`src/rtl/dmacnt_pkg.sv`:
```
package dmacnt_pkg;
  localparam int ADDR_W = 3;
  localparam int NUM_CH = 2;

  localparam logic [ADDR_W-1:0] A_PLAY_LO = 3'd0;
  localparam logic [ADDR_W-1:0] A_PLAY_HI = 3'd1;
  localparam logic [ADDR_W-1:0] A_CAP_LO  = 3'd2;
  localparam logic [ADDR_W-1:0] A_CAP_HI  = 3'd3;
  localparam logic [ADDR_W-1:0] A_FLAGS   = 3'd4;
  localparam logic [ADDR_W-1:0] A_STATUS  = 3'd5;

  // index 0 = playback, index 1 = capture
  typedef struct packed {
    logic [NUM_CH-1:0] loadLo;
    logic [NUM_CH-1:0] loadHi;
    logic [NUM_CH-1:0] dec;
    logic [NUM_CH-1:0] clr;
  } ctlStrobes_t;
endpackage

```
`src/rtl/dmacnt_ctrl.sv`:
```
module dmacnt_ctrl
  import dmacnt_pkg::*;
(
  input  logic              regWrEn,
  input  logic [ADDR_W-1:0] regAddr,
  input  logic [NUM_CH-1:0] flagBits,
  input  logic              fullDuplex,
  input  logic              sharedCnt,
  input  logic [NUM_CH-1:0] adpcmMode,
  input  logic [NUM_CH-1:0] sampleStb,
  input  logic [NUM_CH-1:0] wordStb,
  output ctlStrobes_t       strobes
);
  logic [NUM_CH-1:0] xferEv;
  logic              sharedMode;

  for (genvar ch = 0; ch < NUM_CH; ch++) begin : g_ev
    assign xferEv[ch] = adpcmMode[ch] ? wordStb[ch] : sampleStb[ch];
  end

  assign sharedMode = !fullDuplex || sharedCnt;

  always_comb begin
    strobes.dec[0]    = xferEv[0] | (sharedMode & xferEv[1]);
    strobes.dec[1]    = ~sharedMode & xferEv[1];
    strobes.loadLo[0] = regWrEn && (regAddr == A_PLAY_LO);
    strobes.loadHi[0] = regWrEn && (regAddr == A_PLAY_HI);
    strobes.loadLo[1] = regWrEn && (regAddr == A_CAP_LO);
    strobes.loadHi[1] = regWrEn && (regAddr == A_CAP_HI);
    for (int ch = 0; ch < NUM_CH; ch++) begin
      strobes.clr[ch] = regWrEn &&
        ((regAddr == A_STATUS) || ((regAddr == A_FLAGS) && !flagBits[ch]));
    end
  end
endmodule

```
`src/rtl/dmacnt_chan.sv`:
```
module dmacnt_chan #(
  parameter int BYTE_W = 8
) (
  input  logic              clk,
  input  logic              rstN,
  input  logic              loadLo,
  input  logic              loadHi,
  input  logic [BYTE_W-1:0] wrData,
  input  logic              dec,
  input  logic              clr,
  output logic [2*BYTE_W-1:0] base,
  output logic              flag
);
  localparam int CNT_W = 2 * BYTE_W;

  logic [BYTE_W-1:0] baseLo, baseHi;
  logic [CNT_W-1:0]  cnt, nextBase;
  logic              anyLoad, underflow;

  assign base      = {baseHi, baseLo};
  assign nextBase  = {loadHi ? wrData : baseHi, loadLo ? wrData : baseLo};
  assign anyLoad   = loadLo || loadHi;
  assign underflow = dec && !anyLoad && (cnt == '0);

  always_ff @(posedge clk) begin
    if (!rstN) begin
      baseLo <= '0;
      baseHi <= '0;
      cnt    <= '0;
      flag   <= 1'b0;
    end else begin
      baseLo <= nextBase[BYTE_W-1:0];
      baseHi <= nextBase[CNT_W-1:BYTE_W];
      if (anyLoad)        cnt <= nextBase;
      else if (underflow) cnt <= base;
      else if (dec)       cnt <= cnt - 1'b1;
      if (underflow)      flag <= 1'b1;
      else if (clr)       flag <= 1'b0;
    end
  end

  AST_UNDERFLOW_FLAGS: assert property (@(posedge clk) disable iff (!rstN)
    (dec && !anyLoad && cnt == '0) |=> flag);
  AST_UNDERFLOW_RELOAD: assert property (@(posedge clk) disable iff (!rstN)
    (dec && !anyLoad && cnt == '0) |=> (cnt == base));
  AST_STEP_DOWN: assert property (@(posedge clk) disable iff (!rstN)
    (dec && !anyLoad && cnt != '0) |=> (cnt == $past(cnt) - 1'b1));
  AST_SET_BEATS_CLEAR: assert property (@(posedge clk) disable iff (!rstN)
    (dec && !anyLoad && cnt == '0 && clr) |=> flag);
  AST_LOAD_WINS: assert property (@(posedge clk) disable iff (!rstN)
    anyLoad |=> (cnt == base));
  AST_IDLE_HOLD: assert property (@(posedge clk) disable iff (!rstN)
    (!dec && !anyLoad) |=> $stable(cnt));
endmodule

```
`src/rtl/dmacnt_datapath.sv`:
```
module dmacnt_datapath
  import dmacnt_pkg::*;
#(
  parameter int BYTE_W = 8
) (
  input  logic              clk,
  input  logic              rstN,
  input  ctlStrobes_t       strobes,
  input  logic [BYTE_W-1:0] regWrData,
  input  logic [ADDR_W-1:0] regAddr,
  output logic [BYTE_W-1:0] regRdData,
  output logic [NUM_CH-1:0] flags,
  output logic              irqOut
);
  localparam int CNT_W = 2 * BYTE_W;

  logic [CNT_W-1:0] chBase [NUM_CH];

  for (genvar ch = 0; ch < NUM_CH; ch++) begin : g_chan
    dmacnt_chan #(.BYTE_W(BYTE_W)) i_chan (
      .clk    (clk),
      .rstN   (rstN),
      .loadLo (strobes.loadLo[ch]),
      .loadHi (strobes.loadHi[ch]),
      .wrData (regWrData),
      .dec    (strobes.dec[ch]),
      .clr    (strobes.clr[ch]),
      .base   (chBase[ch]),
      .flag   (flags[ch])
    );
  end

  assign irqOut = |flags;

  always_comb begin
    case (regAddr)
      A_PLAY_LO: regRdData = chBase[0][BYTE_W-1:0];
      A_PLAY_HI: regRdData = chBase[0][CNT_W-1:BYTE_W];
      A_CAP_LO:  regRdData = chBase[1][BYTE_W-1:0];
      A_CAP_HI:  regRdData = chBase[1][CNT_W-1:BYTE_W];
      A_FLAGS:   regRdData = BYTE_W'(flags);
      A_STATUS:  regRdData = BYTE_W'(irqOut);
      default:   regRdData = '0;
    endcase
  end
endmodule

```
`src/rtl/dma_xfer_count.sv`:
```
module dma_xfer_count
  import dmacnt_pkg::*;
#(
  parameter int BYTE_W = 8
) (
  input  logic              clk,
  input  logic              rstN,
  input  logic              regWrEn,
  input  logic [ADDR_W-1:0] regAddr,
  input  logic [BYTE_W-1:0] regWrData,
  output logic [BYTE_W-1:0] regRdData,
  input  logic              fullDuplex,
  input  logic              sharedCnt,
  input  logic              playAdpcm,
  input  logic              capAdpcm,
  input  logic              playSampleStb,
  input  logic              playWordStb,
  input  logic              capSampleStb,
  input  logic              capWordStb,
  output logic              irqOut
);
  ctlStrobes_t       strobes;
  logic [NUM_CH-1:0] flags;

  dmacnt_ctrl i_ctrl (
    .regWrEn    (regWrEn),
    .regAddr    (regAddr),
    .flagBits   (regWrData[NUM_CH-1:0]),
    .fullDuplex (fullDuplex),
    .sharedCnt  (sharedCnt),
    .adpcmMode  ({capAdpcm, playAdpcm}),
    .sampleStb  ({capSampleStb, playSampleStb}),
    .wordStb    ({capWordStb, playWordStb}),
    .strobes    (strobes)
  );

  dmacnt_datapath #(.BYTE_W(BYTE_W)) i_datapath (
    .clk       (clk),
    .rstN      (rstN),
    .strobes   (strobes),
    .regWrData (regWrData),
    .regAddr   (regAddr),
    .regRdData (regRdData),
    .flags     (flags),
    .irqOut    (irqOut)
  );

  AST_SHARED_CAP_QUIET: assert property (@(posedge clk) disable iff (!rstN)
    ((!fullDuplex || sharedCnt) && !flags[1]) |=> !flags[1]);
  AST_STATUS_CLEARS: assert property (@(posedge clk) disable iff (!rstN)
    (regWrEn && regAddr == A_STATUS && !strobes.dec[0] && !strobes.dec[1])
      |=> (flags == '0));
endmodule

```
`config.mk`:
```
export PLATFORM = sky130hd
export DESIGN_NAME = dma_xfer_count
export DESIGN_NICKNAME = d
export VERILOG_FILES = /design/src/rtl/dmacnt_pkg.sv /design/src/rtl/dmacnt_ctrl.sv /design/src/rtl/dmacnt_chan.sv /design/src/rtl/dmacnt_datapath.sv /design/src/rtl/dma_xfer_count.sv
export SDC_FILE = /design/constraint.sdc
export NUM_CORES = 1
export LEC_CHECK = 0
export ABC_AREA = 1
export BUFFER_PORTS_ARGS = -buffer_cell sky130_fd_sc_hd__buf_2
export CORE_UTILIZATION = 40
export DETAILED_ROUTE_END_ITERATION = 10
export SETUP_SLACK_MARGIN = 0.5
export SYNTH_ARGS = -nofsm -noshare
export SYNTH_HDL_FRONTEND = slang
export SYNTH_SLANG_ARGS = --single-unit
export TNS_END_PERCENT = 50
```
`constraint.sdc`:
```
create_clock -name clk -period 1.9 [get_ports clk]
set_input_delay 0.095 -clock clk [delete_from_list [all_inputs] [get_ports clk]]
set_output_delay 0.095 -clock clk [all_outputs]
set_load 0.01 [all_outputs]
```
# Word-level counts from Yosys, hierarchy flattened
# Cells that the tools add are included.
classes:
  addsub: 2
  eq_ne: 5
  multipliers: 0
  bitwise: 4
  n_lt_le_gt_ge: 0
  div: 0
  n_reduce_logical: 30
  shift: 0
  n_mux: 17
ops:
  columns: ["operator", "n"]
  rows:
  - ["two-way mux 16 bit", 6]
  - ["case mux 8 bit (6 select lines)", 1]
  - ["zero test 16 bit", 2]
  - ["two-way mux 8 bit", 4]
  - ["subtractor 16 x 1 -> 16 bit (second input constant)", 2]
  - ["logical AND 1 bit", 12]
  - ["== test 3 x 2 -> 1 bit (second input constant)", 2]
  - ["== test 3 bit (second input constant)", 2]
  - ["two-way mux 1 bit", 6]
  - ["nonzero test 3 bit", 2]
  - ["zero test 1 bit", 5]
  - ["logical OR 1 bit", 5]
  - ["nonzero test 2 bit", 2]
  - ["== test 3 x 1 -> 1 bit (second input constant)", 1]
  - ["zero test 3 bit", 1]
  - ["AND 1 bit", 2]
  - ["OR reduction 2 bit", 1]
  - ["inverter 1 bit", 1]
  - ["bitwise OR 1 bit", 1]
word_totals:
  reg_bits: 66
  in_bits: 22
  rom_bits: 0
  ramBits: 0
  out_inout_bits: 9
  n_memories: 0
  latch_bits: 0

# Depth between registers and ports, before layout
# Gate-level depths: netlist of the first run.
logic_depth:
  ltp_word: 8
  ltp_mapped: 13

# Modules after synthesis
# A second synthesis of the first run with hierarchy kept.
hier_totals:
  cells_unflattened: 724
  hier_area_um2: 4403.0
by_module_without_submodules:
  columns: ["module", "cells_each", "n_inst", "area_each_um2", "seq_area_each_um2"]
  rows:
  - ["dmacnt_chan", 305, 2, 1951.9, 660.6]
  - ["dmacnt_datapath", 86, 1, 375.4, 0.0]
  - ["dmacnt_ctrl", 28, 1, 123.9, 0.0]

# Least setup slack after synthesis of the first run
# OpenSTA, ideal clock, no wires.
synth_timing:
  path_kind: "register to register"
  start: "register i_datapath.g_chan[0].i_chan.cnt[0]"
  end: "register i_datapath.g_chan[0].i_chan.cnt[0]"
  setup_time_ns: 0.128
  arrival_ns: 1.431
  path_slack_ns: 0.341
  required_time_ns: 1.772
  synth_period_minus_slack_ns: 1.559
  path_stages_with_launch: 11
  n_path_buf: 1
  cell_sequence: "dfxtp_1 -> inv_1 -> ha_1 -> nand2_1 -> nor2_1 -> nand3_1 -> nor2_2 -> buf_4 -> a21oi_1 -> a21oi_1 -> nor2_1"
synth_via:
  elab_chain_cells: 4
synth_rtl:
  columns: ["item", "line", "text"]
  rows:
  - ["start: declaration", "dmacnt_chan.sv:17", "logic [CNT_W-1:0] cnt, nextBase;"]
  - ["start signal: assignment", "dmacnt_chan.sv:34", "if (anyLoad) cnt <= nextBase;"]
  - ["start signal: assignment", "dmacnt_chan.sv:35", "else if (underflow) cnt <= base;"]
  - ["start signal: assignment", "dmacnt_chan.sv:36", "else if (dec) cnt <= cnt - 1'b1;"]
  - ["subtractor 16 x 1 -> 16 bit / zero test 16 bit (equally long branches)", "dmacnt_chan.sv:36, dmacnt_chan.sv:23", null]
  - ["two-way mux 16 bit / logical AND 1 bit (equally long branches)", "dmacnt_chan.sv:36, dmacnt_chan.sv:23", null]
  - ["two-way mux 16 bit", "dmacnt_chan.sv:35", null]
  - ["two-way mux 16 bit", "dmacnt_chan.sv:34", null]
# Parallel ways exist; a longest one is shown, timed or not. The select of a mux whose other input is x is not followed.
# A chain may end at the register's enable or synchronous reset.

# Final worst setup path of the first run
layout_timing:
  start: "register i_datapath.g_chan[1].i_chan.cnt[1]"
  end: "register i_datapath.g_chan[1].i_chan.cnt[10]"
layout_via:
  elab_chain_cells: 4
layout_rtl:
  columns: ["item", "line"]
  rows:
  - ["start: declaration", "dmacnt_chan.sv:17"]
  - ["start signal: assignment", "dmacnt_chan.sv:34"]
  - ["start signal: assignment", "dmacnt_chan.sv:35"]
  - ["start signal: assignment", "dmacnt_chan.sv:36"]
  - ["subtractor 16 x 1 -> 16 bit / zero test 16 bit (equally long branches)", "dmacnt_chan.sv:36, dmacnt_chan.sv:23"]
  - ["two-way mux 16 bit / logical AND 1 bit (equally long branches)", "dmacnt_chan.sv:36, dmacnt_chan.sv:23"]
  - ["two-way mux 16 bit", "dmacnt_chan.sv:35"]
  - ["two-way mux 16 bit", "dmacnt_chan.sv:34"]
# Parallel ways exist; a longest one is shown, timed or not. The select of a mux whose other input is x is not followed.

==> results of run 1 <==
==> layer usage <==
layer / part of all wire / global-route usage
met2: 0.43 / 0.3691
met3: 0.077 / 0.05471
met5: 0 / 0
met1: 0.47 / 0.3531
met4: 0.018 / 0.07436
==> power breakdown <==
part           total, mW  internal (mW)  switching [mW]  leakage [nW]
clock               1.25          0.677           0.570        0.0986
combinational       4.97           2.04            2.94          1.78
sequential          1.89           1.62           0.263         0.540
==> repair_timing <==
item                                    in CTS  in global routing
setup buffers                               14                 14
pin swaps                                   21                 32
endpoints found under the setup margin      35                 42
hold endpoints to repair                     0                  0
resized for setup                           49                 73
gates cloned                                 1                  0
==> placed cells by master (no fill, tap or decap), types with 2 or more instances in the layout <==
master / Yosys / final
o22ai_1: 6 / 6
o2111ai_1: 3 / 3
nand2_4: 2 / 11
a21oi_2: 10 / 19
nor2_2: 3 / 16
clkinv_2: 1 / 2
clkinvlp_4: 0 / 2
o22ai_2: 3 / 3
o21ai_2: 8 / 11
nand2_8: 3 / 3
nand3_4: 2 / 8
inv_2: 2 / 8
dfxtp_1: 66 / 58
dfxtp_2: 0 / 7
nand2_1: 136 / 117
o21ai_1: 20 / 23
inv_1: 104 / 97
buf_6: 10 / 5
nand2_2: 6 / 16
a21oi_1: 33 / 24
nand3b_1: 2 / 2
nor2_8: 2 / 2
xor2_1: 14 / 14
buf_2: 1 / 30
a22oi_1: 6 / 6
inv_4: 2 / 3
clkbuf_8: 0 / 11
nand3_1: 46 / 29
o21ai_0: 33 / 27
nand3_2: 2 / 13
buf_4: 2 / 34
nor2_1: 97 / 68
nand4_1: 6 / 6
o211ai_1: 13 / 13
or2_2: 2 / 2
nor2_4: 2 / 18
ha_4: 0 / 2
==> cells by family (layout without fill, tap and decap cells) <==
family | count (synthesis) | in the layout | synth area share
compound gates | 137 | 137 | 0.1925
xor+xnor | 15 | 15 | 0.02991
fa+ha+maj | 2 | 2 | 0.005695
buf+inv | 131 | 197 | 0.1367
flops | 66 | 66 | 0.3008
simple gates | 315 | 315 | 0.3344
==> stage by stage <==
stage	util	hold slack (ns)	instances	setup slack (ns)	total power, mW
after floorplan	-	0.1926	666	0.4686	4.460
after CTS	0.4971	0.05580	854	0.3563	7.230
after detailed placement	0.4493	0.4170	823	0.1889	5.161
after global placement	0.4493	0.4166	823	0.2164	5.135
final	0.5301	0.07003	868	0.3486	8.106
after global routing	0.5301	0.06837	868	0.2493	8.656
==> how the worst min path moves through the flow <==
stage | endpoint | cells past startpoint | slack, ns | startpoint
after CTS | i_datapath.g_chan[1].i_chan.baseHi[7] | 3 | 0.06 | regWrData[7]
after detailed placement | i_datapath.g_chan[1].i_chan.baseLo[1] | 3 | 0.42 | regWrData[1]
after floorplan | i_datapath.g_chan[0].i_chan.cnt[4] | 2 | 0.19 | rstN
after global routing | i_datapath.g_chan[1].i_chan.baseLo[4] | 3 | 0.07 | regWrData[4]
final | i_datapath.g_chan[1].i_chan.baseHi[7] | 3 | 0.07 | regWrData[7]
after global placement | i_datapath.g_chan[1].i_chan.baseLo[1] | 3 | 0.42 | regWrData[1]
==> final cells by class <==
type                    instances  area, sq um  share of cell area
well taps                     136        170.2             0.03068
repair buffers                 70        481.7             0.08685
inverters                     111        432.9             0.07805
flip-flops and latches         66         1334              0.2405
multi-input cells             469         2923              0.5270
clock inverters                 4        50.05            0.009023
clock buffers                  12        155.1             0.02797
==> worst register-to-register path, stage by stage (launching register included) <==
cell,delay (ns)
dfxtp_2,0.33
inv_2,0.07
ha_4,0.17
nand2_4,0.06
nor2_4,0.10
nand2_4,0.08
nor3_4,0.19
buf_6,0.17
a21oi_2,0.06
a21oi_1,0.16
nor2_1,0.05
==> flip-flops by register name, summed over array words and instances (netlist names) <==
signal / flops
i_datapath.g_chan.i_chan.cnt: 32
i_datapath.g_chan.i_chan.baseHi: 16
i_datapath.g_chan.i_chan.baseLo: 16
i_datapath.g_chan.i_chan.flag: 2
==> metrics.md, run 1 <==
| Metric | Value |
|---|---|
| Status | `finished, final reports clean` |
| Top post-synthesis cells by area | `dfxtp_1 (30%), nand2_1 (12%), inv_1 (8.9%)` |
| Crit path cell chain | `inv_2, ha_4, nand2_4, nor2_4, nand2_4, nor3_4, buf_6, a21oi_2, a21oi_1, nor2_1` |
| Hold-fix buffers, CTS | `0` |
| Worst setup SP type | `flop` |
| Slowest stage cell, crit path | `dfxtp_2` |
| Crit-path most repeated cell | `nand2_4` |
| Hold Path Class | `in2reg` |
| Drt pass-1 iters | `5` |
| Critical path type | `reg2reg` |
| Largest net degree at the start of global routing | `31` |
| Via count | `4606` |
| Hpwl dp | `9886 microns` |
| Number of port buffers | `30` |
| Die width | `106.8 microns` |
| FFs w/ async S/R, synth | `0` |
| #FFs+latches synth | `66` |
| Total core area | `0.01046 sq mm` |
| Cell area power density | `1462 mW/mm^2` |
| Routed vias/inst | `5.306` |
| Top FF cell, synth | `dfxtp_1` |
| Crit path capture type | `flop` |
| Placer Congestion | `0.9473` |
| Share of the synthesized area in the top cell type | `0.3008` |
| Synth Warn # | `0` |
| R2R setup slack | `0.35 ns` |
| Clock root cell | `clkbuf_8` |
| Required time worst endpoint | `2.13 ns` |
| R2R Path End | `i_datapath.g_chan[1].i_chan.cnt[10]` |
| Commonest cells post-synth | `nand2_1 (136), inv_1 (104), nor2_1 (97), dfxtp_1 (66), nand3_1 (46)` |
| VDD IR-drop max | `0.0007035 V` |
| Clock latency on the worst-skew pair | `0.34 ns` |
| Die area | `0.01141 sq mm` |
| Mapped Cells | `666` |
| Initial DRC Count | `424` |
| CTS H-tree depth | `3` |
| Slew @ Worst Pin | `0.4733 ns` |
| Worst-path maximum fanout | `5` |
| Vias in the first global route | `4289` |
| Number of maximum-capacitance violations | `0` |
| Yosys top cell by area | `dfxtp_1` |
| Largest stage delay, worst path | `0.33 ns` |
| Final Skew | `0.005813 ns` |
| Worst slew margin | `0.6811` |
| Bufs and invs on worst path | `2` |
| F_max | `644.6 MHz` |
| Final hold vios | `0` |
| Post-Syn Area | `0.004393 sq mm` |
| Row count | `37` |
| Clk buf depth | `2` |
| CP Launch Point | `i_datapath.g_chan[1].i_chan.cnt[1]` |
| Syn Nets | `690` |
| Max-slew violations | `0` |
| Top-count cell post-synth | `nand2_1` |
| Post-route cell area | `0.005547 sq mm` |
| TritonCTS Buffers | `9` |
| DRC | `0` |
| Diodes inserted | `0` |
| Clk sink count | `66` |
| Antenna-violating nets left | `0` |
| Share of cells above drive strength 1 | `0.3169` |
| Crit path max-delay family | `simple AND/OR/NAND/NOR gates` |
| P_leak | `2.423 nW` |
| Global-route wire length before repair | `21900 microns` |
| Initial antenna violation count | `0` |
| Fin nets | `751` |
| CP Depth | `10` |
| Height of the die | `106.8 microns` |
| Number of synthesized flops with an enable pin | `0` |
| Reg2reg path depth | `10` |
| Global route overflow | `0` |
| Mean Syn Cell Area | `6.596 sq um` |
| Placed cell areas | `0.004701 sq mm` |
| I/O Pins | `31` |
| CTS tree | `yes` |
| Distinct cells, synth | `45` |
| Clock period minus worst slack | `1.551 ns` |
| Reg-to-Reg Start | `i_datapath.g_chan[1].i_chan.cnt[1]` |
| Initial Util | `0.4199` |
| TNS Setup | `0 ns` |
| Clk pin slew, worst setup/hold paths | `0.08 ns` |
| Sequential fraction of the synthesis area | `0.3008` |
| Filler cells | `1041` |
| Tcrit/Tclk final | `0.8166` |
| Routed wire per std cell | `15.96 microns` |
| Gr usage total | `0.2474` |
| Worst setup endpoint | `i_datapath.g_chan[1].i_chan.cnt[10]` |
| RSZ-0062 raised after global routing | `yes` |
| Setup violators final | `0` |
| Final WL | `13860 microns` |
| Syn-to-layout area delta | `26.26%` |
| Worst EP arrival | `1.78 ns` |
No activity file was read; power rests on OpenSTA's default activity.
==> run 2, diff against run 1 <==
- ABC_AREA: 1 -> 0
- clock period: 1.9 -> 1.5 ns (I/O delays scaled with it)
==> run 2 against run 1 <==
- the flow now finishes with violations (negative setup slack)
- sequential power is 17% higher
- largest power group unchanged
- worst hold slack worse by 0.036 ns
- first-iteration DRC count is 19% lower
- die area is 3.3% lower
- worst setup slack worse by 0.91 ns
- area after synthesis is 3.4% lower
- sequential share of layout area is 1.3 points lower
- synthesized cell count is 19% lower
- sequential cell count stayed put
- combinational power is 9.5% higher
- cell count is 9.6% lower
- global-route usage is 1.6 points higher
==> metrics.md, run 2 <==
| Metric | Value |
|---|---|
| Status | `finished, violations left (was finished, final reports clean)` |
| Failing checks | `negative setup slack` |
| Hold-fix buffers, CTS | `0 (unchanged)` |
| Global routing usage on met3 | `0.02870 (was 0.05471)` |
| Commonest cells post-synth | `nand2_1 (83), dfxtp_1 (66), nor2_1 (47), a21boi_0 (39), clkbuf_1 (37) (was nand2_1 (136), inv_1 (104), nor2_1 (97), dfxtp_1 (66), nand3_1 (46))` |
| Final WL | `14250 microns (was 13860 microns)` |
| P_leak | `2.385 nW (was 2.423 nW)` |
| Hpwl dp | `10160 microns (was 9886 microns)` |
| RSZ-0062 raised after global routing | `yes (unchanged)` |
| Int Power | `5.773 mW (was 4.336 mW)` |
| Final std cells w/o fill | `785 (was 868)` |
| Yosys top cell by area | `dfxtp_1 (unchanged)` |
| TritonCTS Buffers | `9 (unchanged)` |
| Largest net degree at the start of global routing | `38 (was 31)` |
| Initial Util | `0.4111 (was 0.4199)` |
| Tcrit/Tclk final | `1.374 (was 0.8166)` |
| Most frequent cells in the layout | `buf_4 (83), nand2_1 (79), dfxtp_1 (33), nor2_1 (32), dfxtp_2 (29) (was nand2_1 (117), inv_1 (97), nor2_1 (68), dfxtp_1 (58), buf_4 (34))` |
| Number of synthesized flops with an enable pin | `0 (unchanged)` |
| Total core area | `0.01032 sq mm (was 0.01046 sq mm)` |
| Clock latency on the worst-skew pair | `0.35 ns (was 0.34 ns)` |
| F_max | `485.2 MHz (was 644.6 MHz)` |
| FFs w/ async S/R, synth | `0 (unchanged)` |
| Antenna-violating nets left | `0 (unchanged)` |
| Synth Warn # | `0 (unchanged)` |
| Met2 usage | `0.4186 (was 0.3691)` |
| #FFs+latches synth | `66 (unchanged)` |
| Fin nets | `668 (was 751)` |
| Largest reg by FF count | `i_datapath.g_chan.i_chan.cnt (unchanged)` |
| Routed vias/inst | `5.837 (was 5.306)` |
| Max-slew violations | `0 (unchanged)` |
| Number of maximum-capacitance violations | `0 (unchanged)` |
| Syn-to-layout area delta | `41.89% (was 26.26%)` |
| Required time worst endpoint | `1.74 ns (was 2.13 ns)` |
| Setup violators final | `40 (was 0)` |
| Share of cells above drive strength 1 | `0.4037 (was 0.3169)` |
| Global route overflow | `0 (unchanged)` |
| Inst Count DP | `752 (was 823)` |
| Placer Congestion | `0.9186 (was 0.9473)` |
| Cell area power density | `1555 mW/mm^2 (was 1462 mW/mm^2)` |
| Gr usage total | `0.2631 (was 0.2474)` |
| Part of the power in combinational logic | `0.581 (was 0.613)` |
| Top post-synthesis cells by area | `dfxtp_1 (31%), nand2_1 (7.3%), a21boi_0 (6.9%) (was dfxtp_1 (30%), nand2_1 (12%), inv_1 (8.9%))` |
| Clk pin slew, worst setup/hold paths | `0.09 ns (was 0.08 ns)` |
| Sw frac | `0.3836 (was 0.4651)` |
| CTS H-tree depth | `3 (unchanged)` |
| I/O Pins | `31 (unchanged)` |
| Vias in the first global route | `4283 (was 4289)` |
| Die area | `0.01103 sq mm (was 0.01141 sq mm)` |
| Top Usage Layer GRT | `met2 (unchanged)` |
| Filler cells | `928 (was 1041)` |
| Initial antenna violation count | `0 (unchanged)` |
| Post-Syn Area | `0.004244 sq mm (was 0.004393 sq mm)` |
| Power share of the sequential group | `0.236 (was 0.233)` |
| Die width | `105.0 microns (was 106.8 microns)` |
| Height of the die | `105.0 microns (was 106.8 microns)` |
| Critical path type | `reg2reg (unchanged)` |
| Crit path capture type | `flop (unchanged)` |
| Sequential fraction of the synthesis area | `0.3113 (was 0.3008)` |
| VDD IR-drop max | `0.0007774 V (was 0.0007035 V)` |
| Clk buf depth | `2 (unchanged)` |
| Final WS setup | `-0.5608 ns (was 0.3486 ns)` |
| Setup WS pre-CTS | `-0.5339 ns (was 0.1889 ns)` |
| Worst EP arrival | `2.30 ns (was 1.78 ns)` |
| Clock period minus worst slack | `2.061 ns (was 1.551 ns)` |
| P_sw | `3.592 mW (was 3.770 mW)` |
| Post-route cell area | `0.006022 sq mm (was 0.005547 sq mm)` |
| Slew @ Worst Pin | `0.4549 ns (was 0.4733 ns)` |
| Row count | `37 (unchanged)` |
| Worst slew margin | `0.6964 (was 0.6811)` |
| Most common cell after layout, fill and taps aside | `buf_4 (was nand2_1)` |
| Via count | `4582 (was 4606)` |
| Routed wire per std cell | `18.15 microns (was 15.96 microns)` |
| Final hold vios | `0 (unchanged)` |
| Top FF cell, synth | `dfxtp_1 (unchanged)` |
| Final Skew | `0.01561 ns (was 0.005813 ns)` |
| Mean Syn Cell Area | `7.830 sq um (was 6.596 sq um)` |
| Share of the synthesized area in the top cell type | `0.3113 (was 0.3008)` |
| Drt pass-1 iters | `5 (unchanged)` |
| Hold Path Class | `in2reg (unchanged)` |
| GRT met1 Usage | `0.3719 (was 0.3531)` |
| Number of port buffers | `30 (unchanged)` |
| Syn Nets | `566 (was 690)` |
| Distinct cells, synth | `55 (was 45)` |
| Clk sink count | `66 (unchanged)` |
| Worst-path maximum fanout | `4 (was 5)` |
| Clock root cell | `clkbuf_8 (unchanged)` |
| DRC | `0 (unchanged)` |
| Global-route wire length before repair | `22540 microns (was 21900 microns)` |
| Hold slack final | `0.03432 ns (was 0.07003 ns)` |
| Diodes inserted | `0 (unchanged)` |
| CTS tree | `yes (unchanged)` |
| Initial DRC Count | `342 (was 424)` |
| Largest regs | `i_datapath.g_chan.i_chan.cnt (32), i_datapath.g_chan.i_chan.baseHi (16), i_datapath.g_chan.i_chan.baseLo (16) (unchanged)` |
| Mapped Cells | `542 (was 666)` |
| TNS Setup | `-14.04 ns (was 0 ns)` |
| Worst setup SP type | `flop (unchanged)` |
| Clock share of power | `0.182 (was 0.154)` |
| Top-count cell post-synth | `nand2_1 (unchanged)` |
| Placed cell areas | `0.005275 sq mm (was 0.004701 sq mm)` |
| Max reg flops | `32 (unchanged)` |
run 2: cell count changes after synthesis, moves of 15 or more:
cell,change
nor2_1,-50
nor2b_1,+15
a21boi_0,+39
nand3_1,-38
mux2i_1,+26
o21ai_1,-19
nand2_1,-53
clkbuf_1,+31
inv_1,-99
nor3_1,+15
run 2: power by group through the flow:
stage          combinational, mW  sequential [mW]  clock, mW
2_1_floorplan               2.81             2.31          0
3_3_place_gp                4.14             2.22          0
3_5_place_dp                4.23             2.23          0
4_1_cts                     4.97             2.21       1.72
5_1_grt                     5.84             2.24       1.79
6_report                    5.44             2.21       1.71
run 2: timing repair:
item	4_1_cts	5_1_grt
pin swaps	16	42
endpoints found under the hold margin	0	0
buffers inserted	7	7
cloned	3	0
resized for setup	70	60
setup endpoints to repair	53	72
run 2: final timing paths:
check,to,slack [ns],depth (start not counted),start
worst min register to register,i_datapath.g_chan[0].i_chan.baseLo[1],0.48,2,i_datapath.g_chan[0].i_chan.baseLo[1]
worst min-delay path,i_datapath.g_chan[0].i_chan.baseHi[3],0.03,3,regWrData[3]
worst max register to register,i_datapath.g_chan[0].i_chan.cnt[11],-0.56,8,i_datapath.g_chan[0].i_chan.cnt[1]
worst max-delay path,i_datapath.g_chan[0].i_chan.cnt[11],-0.56,8,i_datapath.g_chan[0].i_chan.cnt[1]
run 2: per-layer routing:
metal	wire (microns)	vias up
met5	0	-
met4	246	0
met3	962	23
met2	6542	183
met1	6495	2202
li1	-	2174
run 2: layout make-up:
class / count / area, sq um / area share
Clock inverter: 5 / 77.57 / 0.01288
Inverter: 5 / 18.77 / 0.003117
Clock buffer: 11 / 141.4 / 0.02348
Multi-Input combinational cell: 430 / 3123 / 0.5186
Sequential cell: 66 / 1373 / 0.2279
Tap cell: 136 / 170.2 / 0.02826
Timing Repair Buffer: 132 / 1119 / 0.1857
run 2: per-stage QoR:
step | utilization | power, mW
floorplan | - | 5.121
global placement | 0.5110 | 6.367
detailed placement | 0.5110 | 6.456
CTS | 0.5584 | 8.889
global route | 0.5833 | 9.875
finish | 0.5833 | 9.365
run 2: critical path, stage by stage (launching register included):
cell and delay (ns):
dfxtp_2 0.33, inv_2 0.06, ha_4 0.13, buf_4 0.10
or4b_4 0.50, or4_4 0.44, a21oi_2 0.14, nor4_1 0.07
o21a_1 0.18
run 2: cells by family (layout without fill, tap and decap cells):
family / count (synthesis) / count (layout) / synth area share
AOI/OAI and AO/OA: 161 / 161 / 0.2577
and+or+nand+nor: 214 / 216 / 0.2429
DFF: 66 / 66 / 0.3113
xor gates and xnor gates: 17 / 17 / 0.03508
muxes: 34 / 34 / 0.09847
adders and majority gates: 2 / 2 / 0.005895
buffers and inverters: 48 / 153 / 0.04864
